--- src/rtl/keyq_pkg.sv ---
package keyq_pkg;
    localparam int STATUS_KEY_BIT = 0;
    localparam int STATUS_ERR_BIT = 3;
    localparam int ERROR_OVF_BIT  = 6;
endpackage

--- src/rtl/keyq_store.sv ---
module keyq_store #(
    parameter int DEPTH = 16,
    parameter int DW    = 8,
    localparam int AW   = $clog2(DEPTH)
) (
    input  logic          clk,
    input  logic          rst_n,
    input  logic          wr_en,
    input  logic [AW-1:0] wr_addr,
    input  logic [DW-1:0] wr_data,
    input  logic [AW-1:0] rd_addr_a,
    output logic [DW-1:0] rd_data_a,
    input  logic [AW-1:0] rd_addr_b,
    output logic [DW-1:0] rd_data_b
);
    logic [DW-1:0] slot_q [DEPTH];

    for (genvar g = 0; g < DEPTH; g++) begin : g_slot
        always_ff @(posedge clk or negedge rst_n) begin
            if (!rst_n)
                slot_q[g] <= '0;
            else if (wr_en && (wr_addr == AW'(g)))
                slot_q[g] <= wr_data;
        end
    end

    assign rd_data_a = slot_q[rd_addr_a];
    assign rd_data_b = slot_q[rd_addr_b];
endmodule

--- src/rtl/keyq_ctrl.sv ---
module keyq_ctrl
    import keyq_pkg::*;
#(
    parameter int DEPTH  = 16,
    parameter int CODE_W = 7,
    parameter int IDX_W  = 8,
    localparam int AW    = $clog2(DEPTH),
    localparam int CW    = AW + 1,
    localparam int DW    = CODE_W + 1
) (
    input  logic              clk,
    input  logic              rst_n,
    input  logic              ev_valid,
    input  logic [CODE_W-1:0] ev_code,
    input  logic              ev_release,
    input  logic              cfg_clr,
    input  logic              pop,
    input  logic              peek,
    input  logic [IDX_W-1:0]  peek_idx,
    output logic              wr_en,
    output logic [AW-1:0]     wr_addr,
    output logic [DW-1:0]     wr_data,
    output logic [AW-1:0]     pop_addr,
    input  logic [DW-1:0]     pop_data,
    output logic [AW-1:0]     peek_addr,
    input  logic [DW-1:0]     peek_data,
    output logic              rd_valid,
    output logic [DW-1:0]     rd_data,
    output logic [CW-1:0]     len,
    output logic [7:0]        status,
    output logic [7:0]        err
);
    typedef struct packed {
        logic [AW-1:0] start;
        logic [CW-1:0] len;
        logic [7:0]    status;
        logic [7:0]    err;
        logic          rd_valid;
        logic [DW-1:0] rd_data;
    } ctrl_state_t;

    ctrl_state_t st_d, st_q;
    logic        drop_all;

    assign pop_addr  = st_q.start + AW'(1);
    assign peek_addr = st_q.start + AW'(peek_idx);
    assign wr_data   = {ev_release, ev_code};
    assign drop_all  = st_q.status[STATUS_ERR_BIT] && st_q.err[ERROR_OVF_BIT];

    always_comb begin
        st_d          = st_q;
        st_d.rd_valid = 1'b0;
        wr_en         = 1'b0;
        wr_addr       = '0;
        if (cfg_clr) begin
            st_d.start  = '0;
            st_d.len    = '0;
            st_d.status = '0;
        end else begin
            if (pop) begin
                st_d.rd_valid = 1'b1;
                if (st_q.len <= CW'(1)) begin
                    st_d.rd_data = '0;
                end else begin
                    st_d.start   = pop_addr;
                    st_d.len     = st_q.len - CW'(1);
                    st_d.rd_data = pop_data;
                end
            end else if (peek) begin
                st_d.rd_valid = 1'b1;
                if (int'(peek_idx) >= int'(st_q.len))
                    st_d.rd_data = '0;
                else
                    st_d.rd_data = peek_data;
            end
            if (ev_valid && !drop_all) begin
                if (st_d.len == CW'(DEPTH)) begin
                    st_d.err[ERROR_OVF_BIT]     = 1'b1;
                    st_d.status[STATUS_ERR_BIT] = 1'b1;
                end else begin
                    wr_en   = 1'b1;
                    wr_addr = st_d.start + st_d.len[AW-1:0];
                    st_d.len = st_d.len + CW'(1);
                    st_d.status[STATUS_KEY_BIT] = 1'b1;
                end
            end
        end
    end

    always_ff @(posedge clk or negedge rst_n) begin
        if (!rst_n)
            st_q <= '0;
        else
            st_q <= st_d;
    end

    assign rd_valid = st_q.rd_valid;
    assign rd_data  = st_q.rd_data;
    assign len      = st_q.len;
    assign status   = st_q.status;
    assign err      = st_q.err;
endmodule

--- src/rtl/keyq_top.sv ---
module keyq_top #(
    parameter int DEPTH  = 16,
    parameter int CODE_W = 7,
    parameter int IDX_W  = 8,
    localparam int AW    = $clog2(DEPTH),
    localparam int CW    = AW + 1,
    localparam int DW    = CODE_W + 1
) (
    input  logic              clk,
    input  logic              rst_n,
    input  logic              ev_valid_i,
    input  logic [CODE_W-1:0] ev_code_i,
    input  logic              ev_release_i,
    input  logic              cfg_clr_i,
    input  logic              pop_i,
    input  logic              peek_i,
    input  logic [IDX_W-1:0]  peek_idx_i,
    output logic              rd_valid_o,
    output logic [DW-1:0]     rd_data_o,
    output logic [CW-1:0]     len_o,
    output logic [7:0]        status_o,
    output logic [7:0]        err_o
);
    logic          wr_en;
    logic [AW-1:0] wr_addr, pop_addr, peek_addr;
    logic [DW-1:0] wr_data, pop_data, peek_data;

    keyq_ctrl #(.DEPTH(DEPTH), .CODE_W(CODE_W), .IDX_W(IDX_W)) u_ctrl (
        .clk(clk), .rst_n(rst_n),
        .ev_valid(ev_valid_i), .ev_code(ev_code_i), .ev_release(ev_release_i),
        .cfg_clr(cfg_clr_i), .pop(pop_i), .peek(peek_i), .peek_idx(peek_idx_i),
        .wr_en(wr_en), .wr_addr(wr_addr), .wr_data(wr_data),
        .pop_addr(pop_addr), .pop_data(pop_data),
        .peek_addr(peek_addr), .peek_data(peek_data),
        .rd_valid(rd_valid_o), .rd_data(rd_data_o),
        .len(len_o), .status(status_o), .err(err_o)
    );

    keyq_store #(.DEPTH(DEPTH), .DW(DW)) u_store (
        .clk(clk), .rst_n(rst_n),
        .wr_en(wr_en), .wr_addr(wr_addr), .wr_data(wr_data),
        .rd_addr_a(pop_addr), .rd_data_a(pop_data),
        .rd_addr_b(peek_addr), .rd_data_b(peek_data)
    );
endmodule

--- config.mk ---
export PLATFORM = sky130hd
export DESIGN_NAME = keyq_top
export DESIGN_NICKNAME = d
export VERILOG_FILES = /design/src/rtl/keyq_pkg.sv /design/src/rtl/keyq_store.sv /design/src/rtl/keyq_ctrl.sv /design/src/rtl/keyq_top.sv
export SDC_FILE = /design/constraint.sdc
export NUM_CORES = 1
export LEC_CHECK = 0
export ABC_AREA = 1
export BUFFER_PORTS_ARGS = -buffer_cell sky130_fd_sc_hd__buf_2
export CELL_PAD_IN_SITES_DETAIL_PLACEMENT = 2
export CELL_PAD_IN_SITES_GLOBAL_PLACEMENT = 2
export CORE_UTILIZATION = 35
export CTS_CLUSTER_DIAMETER = 40
export CTS_CLUSTER_SIZE = 25
export DETAILED_ROUTE_END_ITERATION = 7
export PLACE_DENSITY_LB_ADDON = 0.1
export SLEW_MARGIN = 20
export SYNTH_ARGS = -nofsm -noshare
export SYNTH_HDL_FRONTEND = slang
export SYNTH_SLANG_ARGS = --single-unit
export TNS_END_PERCENT = 10
--- constraint.sdc ---
create_clock -name clk -period 8.6 [get_ports clk]
set_input_delay 1.72 -clock clk [delete_from_list [all_inputs] [get_ports clk]]
set_output_delay 1.72 -clock clk [all_outputs]
set_load 0.01 [all_outputs]
# Word level (Yosys, flattened, before mapping)
# Index checks and enable logic that the tools add are counted.
[classes]
addsub = 5
n_lt_le_gt_ge = 4
n_eq_ne = 17
mux = 29
n_bitwise = 3
reduce_logical = 27
[op_table]
columns = ["cell", "count"]
rows = [
  ["8-bit binary-select mux with 4-bit select", 2],
  ["9-bit two-way mux", 7],
  ["8-bit two-way mux", 6],
  ["4-bit equality test (second input constant)", 8],
  ["1-bit logical AND", 18],
  ["4-bit by 3-bit equality test with 1-bit output (second input constant)", 4],
  ["4-bit two-way mux", 3],
  ["5-bit >= comparator (second input constant)", 2],
  ["5-bit two-way mux", 2],
  ["4-bit inverter with 5-bit output", 2],
  ["1-bit two-way mux", 9],
  ["4-bit adder", 2],
  ["4-bit by 2-bit equality test with 1-bit output (second input constant)", 2],
  ["8-bit by 5-bit >= comparator with 1-bit output", 1],
  ["2-bit AND reduction", 3],
  ["2-bit nonzero test", 3],
  ["5-bit by 1-bit adder with 5-bit output (second input constant)", 1],
  ["5-bit equality test (second input constant)", 1],
  ["5-bit by 1-bit <= comparator with 1-bit output (second input constant)", 1],
  ["5-bit by 1-bit subtractor with 5-bit output (second input constant)", 1],
  ["4-bit by 1-bit adder with 4-bit output (second input constant)", 1],
  ["4-bit by 1-bit equality test with 1-bit output (second input constant)", 1],
  ["4-bit logical NOT", 1],
  ["3-bit AND reduction", 1],
  ["other kinds (3)", 3],
]
[word_totals]
ff_bits = 149
inputBits = 22
word_cells = 108

# Depth between registers and ports, before layout
[depth]
depth_word = 10
depth_mapped = 23

# By module
# Synthesis repeated with hierarchy kept, for this count alone.
[unflattened]
hier_cells = 1409
area_unflattened_um2 = 9549.2
[by_module_without_submodules]
columns = ["module", "n_inst", "cells_each", "area_per_inst_um2", "seq_area_each_um2"]
rows = [
  ["keyq_store", 1, 1126, 7509.7, 3203.1],
  ["keyq_ctrl", 1, 283, 2039.5, 525.5],
]

# Least setup slack after synthesis
# OpenSTA, ideal clock, no wires.
[synth_timing]
kind = "input to register"
from = "input pop_i"
to = "register u_store.slot_q[0] (netlist bit)"
arrival_ns = 3.826
required_ns = 8.483
setup_slack_ns = 4.657
stages = 18
n_path_buf = 2
cell_sequence = "buf_2 nand2_4 inv_2 clkbuf_1 or2_2 o21ai_0 inv_1 ha_1 nand3_1 nand2_1 inv_1 nand2_1 nand2_1 nand2_1 nor2_4 nand2_1 nand2_1 nand2_1"
[synth_between]
elab_chain_cells = 8
word_cells_on_any_way = 12
classes_between = "1 x add/sub; 2 x eq/ne; 8 x mux; 1 x reduce/logical"
[synth_rtl]
columns = ["item", "line_no", "text"]
rows = [
  ["start: declaration", "keyq_top.sv:15", "input logic pop_i,"],
  ["9-bit two-way mux *", "keyq_ctrl.sv:60", "if (pop) begin"],
  ["9-bit two-way mux *", "keyq_ctrl.sv:55", "if (cfg_clr) begin"],
  ["4-bit adder or 5-bit equality test (tied branches)", "keyq_ctrl.sv:82, keyq_ctrl.sv:77", ""],
  ["4-bit two-way mux", "keyq_ctrl.sv:77", "if (st_d.len == CW'(DEPTH)) begin"],
  ["4-bit two-way mux", "keyq_ctrl.sv:76", "if (ev_valid && !drop_all) begin"],
  ["4-bit two-way mux", "keyq_ctrl.sv:55", ""],
  ["4-bit equality test", "keyq_store.sv:22", "else if (wr_en && (wr_addr == AW'(g)))"],
  ["1-bit logical AND *", "keyq_store.sv:22", ""],
  ["end signal: indexed assignment", "keyq_store.sv:23", "slot_q[g] <= wr_data;"],
  ["end: declaration", "keyq_store.sv:16", "logic [DW-1:0] slot_q [DEPTH];"],
]
# Every way passes the cells marked *; elsewhere a longest branch is shown, timed or not. The select of a mux whose other input is x is not followed.
# A chain may end at the register's enable or synchronous reset.

# Worst setup path in the final report
[layout_timing]
from = "register u_ctrl.st_q[30] (netlist bit)"
to = "register u_store.slot_q[19] (netlist bit)"
[layout_between]
elab_chain_cells = 10
[layout_rtl]
columns = ["item", "line_no", "text"]
rows = [
  ["start: declaration", "keyq_ctrl.sv:42", "ctrl_state_t st_d, st_q;"],
  ["start signal: assignment", "keyq_ctrl.sv:94", "st_q <= st_d;"],
  ["4-bit by 1-bit adder with 4-bit output", "keyq_ctrl.sv:45", "assign pop_addr = st_q.start + AW'(1);"],
  ["9-bit two-way mux", "keyq_ctrl.sv:62", "if (st_q.len <= CW'(1)) begin"],
  ["9-bit two-way mux *", "keyq_ctrl.sv:60", ""],
  ["9-bit two-way mux *", "keyq_ctrl.sv:55", ""],
  ["4-bit adder *", "keyq_ctrl.sv:82", "wr_addr = st_d.start + st_d.len[AW-1:0];"],
  ["4-bit two-way mux *", "keyq_ctrl.sv:77", ""],
  ["4-bit two-way mux *", "keyq_ctrl.sv:76", ""],
  ["4-bit two-way mux *", "keyq_ctrl.sv:55", ""],
  ["4-bit equality test *", "keyq_store.sv:22", ""],
  ["1-bit logical AND *", "keyq_store.sv:22", ""],
]
# Marked as above.

==> impl_metrics.csv <==
group,metric,value,unit
run_status,status,"finished with violations",
run_status,violations,"design-rule violations",
grt,grt_start_max_net_pins,87,
setup_path,worstPathCellList,"buf_4, ha_1, xnor2_1, buf_4, inv_2, o21ai_0, inv_1, ha_1, inv_1, xor2_1, nor2_4, inv_4, nor2_4, nand2_1, nand2_1, nand2_1",
setup_path,worst_setup_path_start_kind,"flop",
placed_design,place_congestion,0.816,
setup_path,crit_slowest_cell,"nor2_4",
die,die_w,166,um
yosys,synth.distinct_cells,36,
die,start_util,0.360,
yosys,synth.avg_cell_area,7.02,um2
flow_run,cap_violations,0,
yosys,synth-seq-cells,149,
yosys,synth_top_family_by_area,"simple AND/OR/NAND/NOR gates",
yosys,synth_simple_gate_area_frac,0.335,
setup_path,critPathKind,"flop to flop",
cts,clk_latency,0.45,ns
grt,antenna_found_initial,0,
yosys,synth_area_leaders,"dfrtp_1 (39%), nand2_1 (17%), nand3_1 (6.8%), a21oi_1 (6.0%), nand4_1 (5.4%)",
power,clkPwrFrac,0.196,
grt,grt.total_usage,0.296,
power,p_comb_frac,0.530,
yosys,synth_flop_cell,"dfrtp_1",
setup_path,cpMostUsedCell,"nand2_1",
timing,finalMaxSlewViolations,0,
route,initialDrtViolationCount,663,
yosys,yosys_warnings,0,
cts,numCtsBuffers,17,
timing,relSlewSlack,0.263,
route,vias_per_cell,5.79,
setup_path,crit_arrival,5.19,ns
placed_design,place_hpwl,26000,um
route,wirelength,39600,um
die,rows,59,
setup_path,crit_path_end_kind,"flop",
timing,period_needed,4.86,ns
die,design.core.area,26300,um2
yosys,netlist_instances,1347,
placed_design,dpl.cell_count,1625,
cells_and_area,ff_latch_area,3730,um2
placed_design,io_buffers,38,
route,wl_met1,17800,um
route,drc,3,
timing,whs,0.469,ns
grt,overflow,0,
cells_and_area,final_common_cell,"nand2_1",
cells_and_area,syn_to_final_growth,7.89,%
cells_and_area,nets,1346,
timing,fin_skew,0.0169,ns
route,firstDrtPassIters,7,
cells_and_area,final_cell_mix,"nand2_1 (420), dfrtp_1 (148), nand3_1 (129)",
yosys,synthMuxAreaShare,0,
route,ant_nets,0,
grt,grt_pass1_vias,10197,
yosys,ys_seq_area_frac,0.395,
cts,ctsResizeCount,0,
timing,setup_slack,3.74,ns
setup_path,critPathMaxFanout,86,
route,vias,9589,
cts,clkSlewWorstSetupHoldPaths,0.07,ns
timing,hold_violations,0,
timing,final.period_utilization,0.565,
die,pin_count,52,
cts,cts_tree,"built",
setup_path,max_stage_delay,0.75,ns
cells_and_area,antenna_cells,0,
die,fp.dieArea,27700,um2
power,p_int,1.95,mW
route,topRoutingLayerUsed,"met4",
power,switching_share,0.521,
cts,ctsHoldBuffers,0,
cts,cts_sinks,149,
power,seq_power_share,0.274,
worst_hold_path,holdCritPathClass,"flop to flop",
timing,timing.setup.tns,0,ns
route,wl_met2,19100,um
yosys,synth_edf_count,0,
die,die_h,166,um
power,p_switching,2.12,mW
setup_path,worst_ep_required_time,8.93,ns
placed_design,place_ws,3.44,ns
grt,grt_pass1_wl,62200,um
cts,cts-htree-levels,4,
yosys,syn-cell-area,9450,um2
yosys,postSynth.asyncResetShare,1.00,
power,vdd_drop_max,0.189,mV
yosys,synth-xor-area-share,0.00834,
route,wl_per_cell,23.9,um
cts,cts-root-buf,"clkbuf_16",
yosys,yosysTopAreaCellShare,0.395,
timing,tightest_slew,1.10,ns
cells_and_area,multi_input_area,4770,um2
cells_and_area,final_cells,1657,
yosys,yosys.area_share.adder,0.0207,
yosys,yosys.area.top_type,"dfrtp_1",
cells_and_area,fillers,3097,
timing,rsz0062_at_grt,"no",
power,total_leakage_power,4.98,nW
cts,cts_buffer_depth,2,
cts,cts_setup_buffers,0,
route,wl_met3,1320,um
yosys,synth-compound-area-share,0.134,
power,pwr_density_cell,399,nW/um2
cells_and_area,drive_gt1_frac,0.0968,
timing,max_freq,206,MHz
timing,setup_viol,0,
[metal layers]
metal | up-vias | track usage
li1 | 4362 | -
met1 | 4984 | 0.383
met2 | 177 | 0.501
met3 | 66 | 0.0377
met4 | 0 | 0.119
met5 | - | 0
[state kept, by name (all words and copies together), names as in the netlist]
register / flops
u_store.slot_q: 128
u_ctrl.err: 1
u_ctrl.rd_data: 8
u_ctrl.st_q: 4
u_ctrl.len: 5
u_ctrl.status: 2
u_ctrl.rd_valid: 1
[final timing paths]
path / startpoint / slack (ns) / cells past startpoint / endpoint
setup / recovery: u_ctrl.st_q[30] / 3.74 / 16 / u_store.slot_q[19]
hold / removal: u_store.slot_q[96] / 0.47 / 2 / u_store.slot_q[96]
setup reg to reg: u_ctrl.st_q[30] / 3.74 / 16 / u_store.slot_q[19]
hold reg to reg: u_store.slot_q[96] / 0.47 / 2 / u_store.slot_q[96]
max in group asynchronous: rst_n / 5.83 / 2 / u_store.slot_q[13]
min in group asynchronous: rst_n / 1.32 / 1 / u_ctrl.status[3]
[power by group through the flow]
| stage | Combinational (mW) | Sequential [mW] | Clock (mW) |
|---|---|---|---|
| floorplan | 1.46 | 1.05 | 0 |
| CTS | 2.15 | 1.11 | 0.811 |
| global placement | 2.06 | 1.11 | 0 |
| detailed placement | 2.13 | 1.12 | 0 |
| global route | 2.37 | 1.14 | 0.835 |
| finish | 2.16 | 1.11 | 0.796 |
[metrics by stage]
stage                     power, mW  cell area [um2]   util
after floorplan                2.51             9500      -
after global placement         3.17             9610  0.366
after detailed placement       3.25             9610  0.366
after CTS                      4.07            10200  0.388
after global routing           4.34            10200  0.388
final                          4.07            10200  0.388
[cell type report]
class | count | area share
clock buffers | 19 | 0.0434
clock inverters | 13 | 0.0145
inverters | 98 | 0.0363
multi-input cells | 989 | 0.468
flip-flops and latches | 149 | 0.366
well taps | 335 | 0.0411
repair buffers | 54 | 0.0310
[cell usage after synthesis, drive strengths merged (2+ instances only)]
cell / number
nand2: 433
dfrtp: 149
nand3: 132
a21oi: 114
inv: 98
o21ai: 97
nand4: 81
buf: 63
clkbuf: 60
nor2: 59
o211ai: 16
ha: 14
xor2: 8
a31oi: 6
a41oi: 4
or2: 3
a211oi: 2
nor3: 2
[cell families after synthesis]
family / count (synthesis)
other cells: 1
compound gates: 240
simple gates: 712
flops: 149
buf+inv: 221
fa+ha+maj: 15
xor+xnor: 9
[worst max-delay path: cells and delay by family (launching register included)]
family	cells	cell delay, ns
buffers and inverters	6	1.53
xor gates and xnor gates	2	0.31
adders and majority gates	2	0.64
and+or+nand+nor	5	1.52
AOI/OAI and AO/OA	1	0.33
DFF	1	0.34
Note: power is estimated with default switching activity, not from simulation.
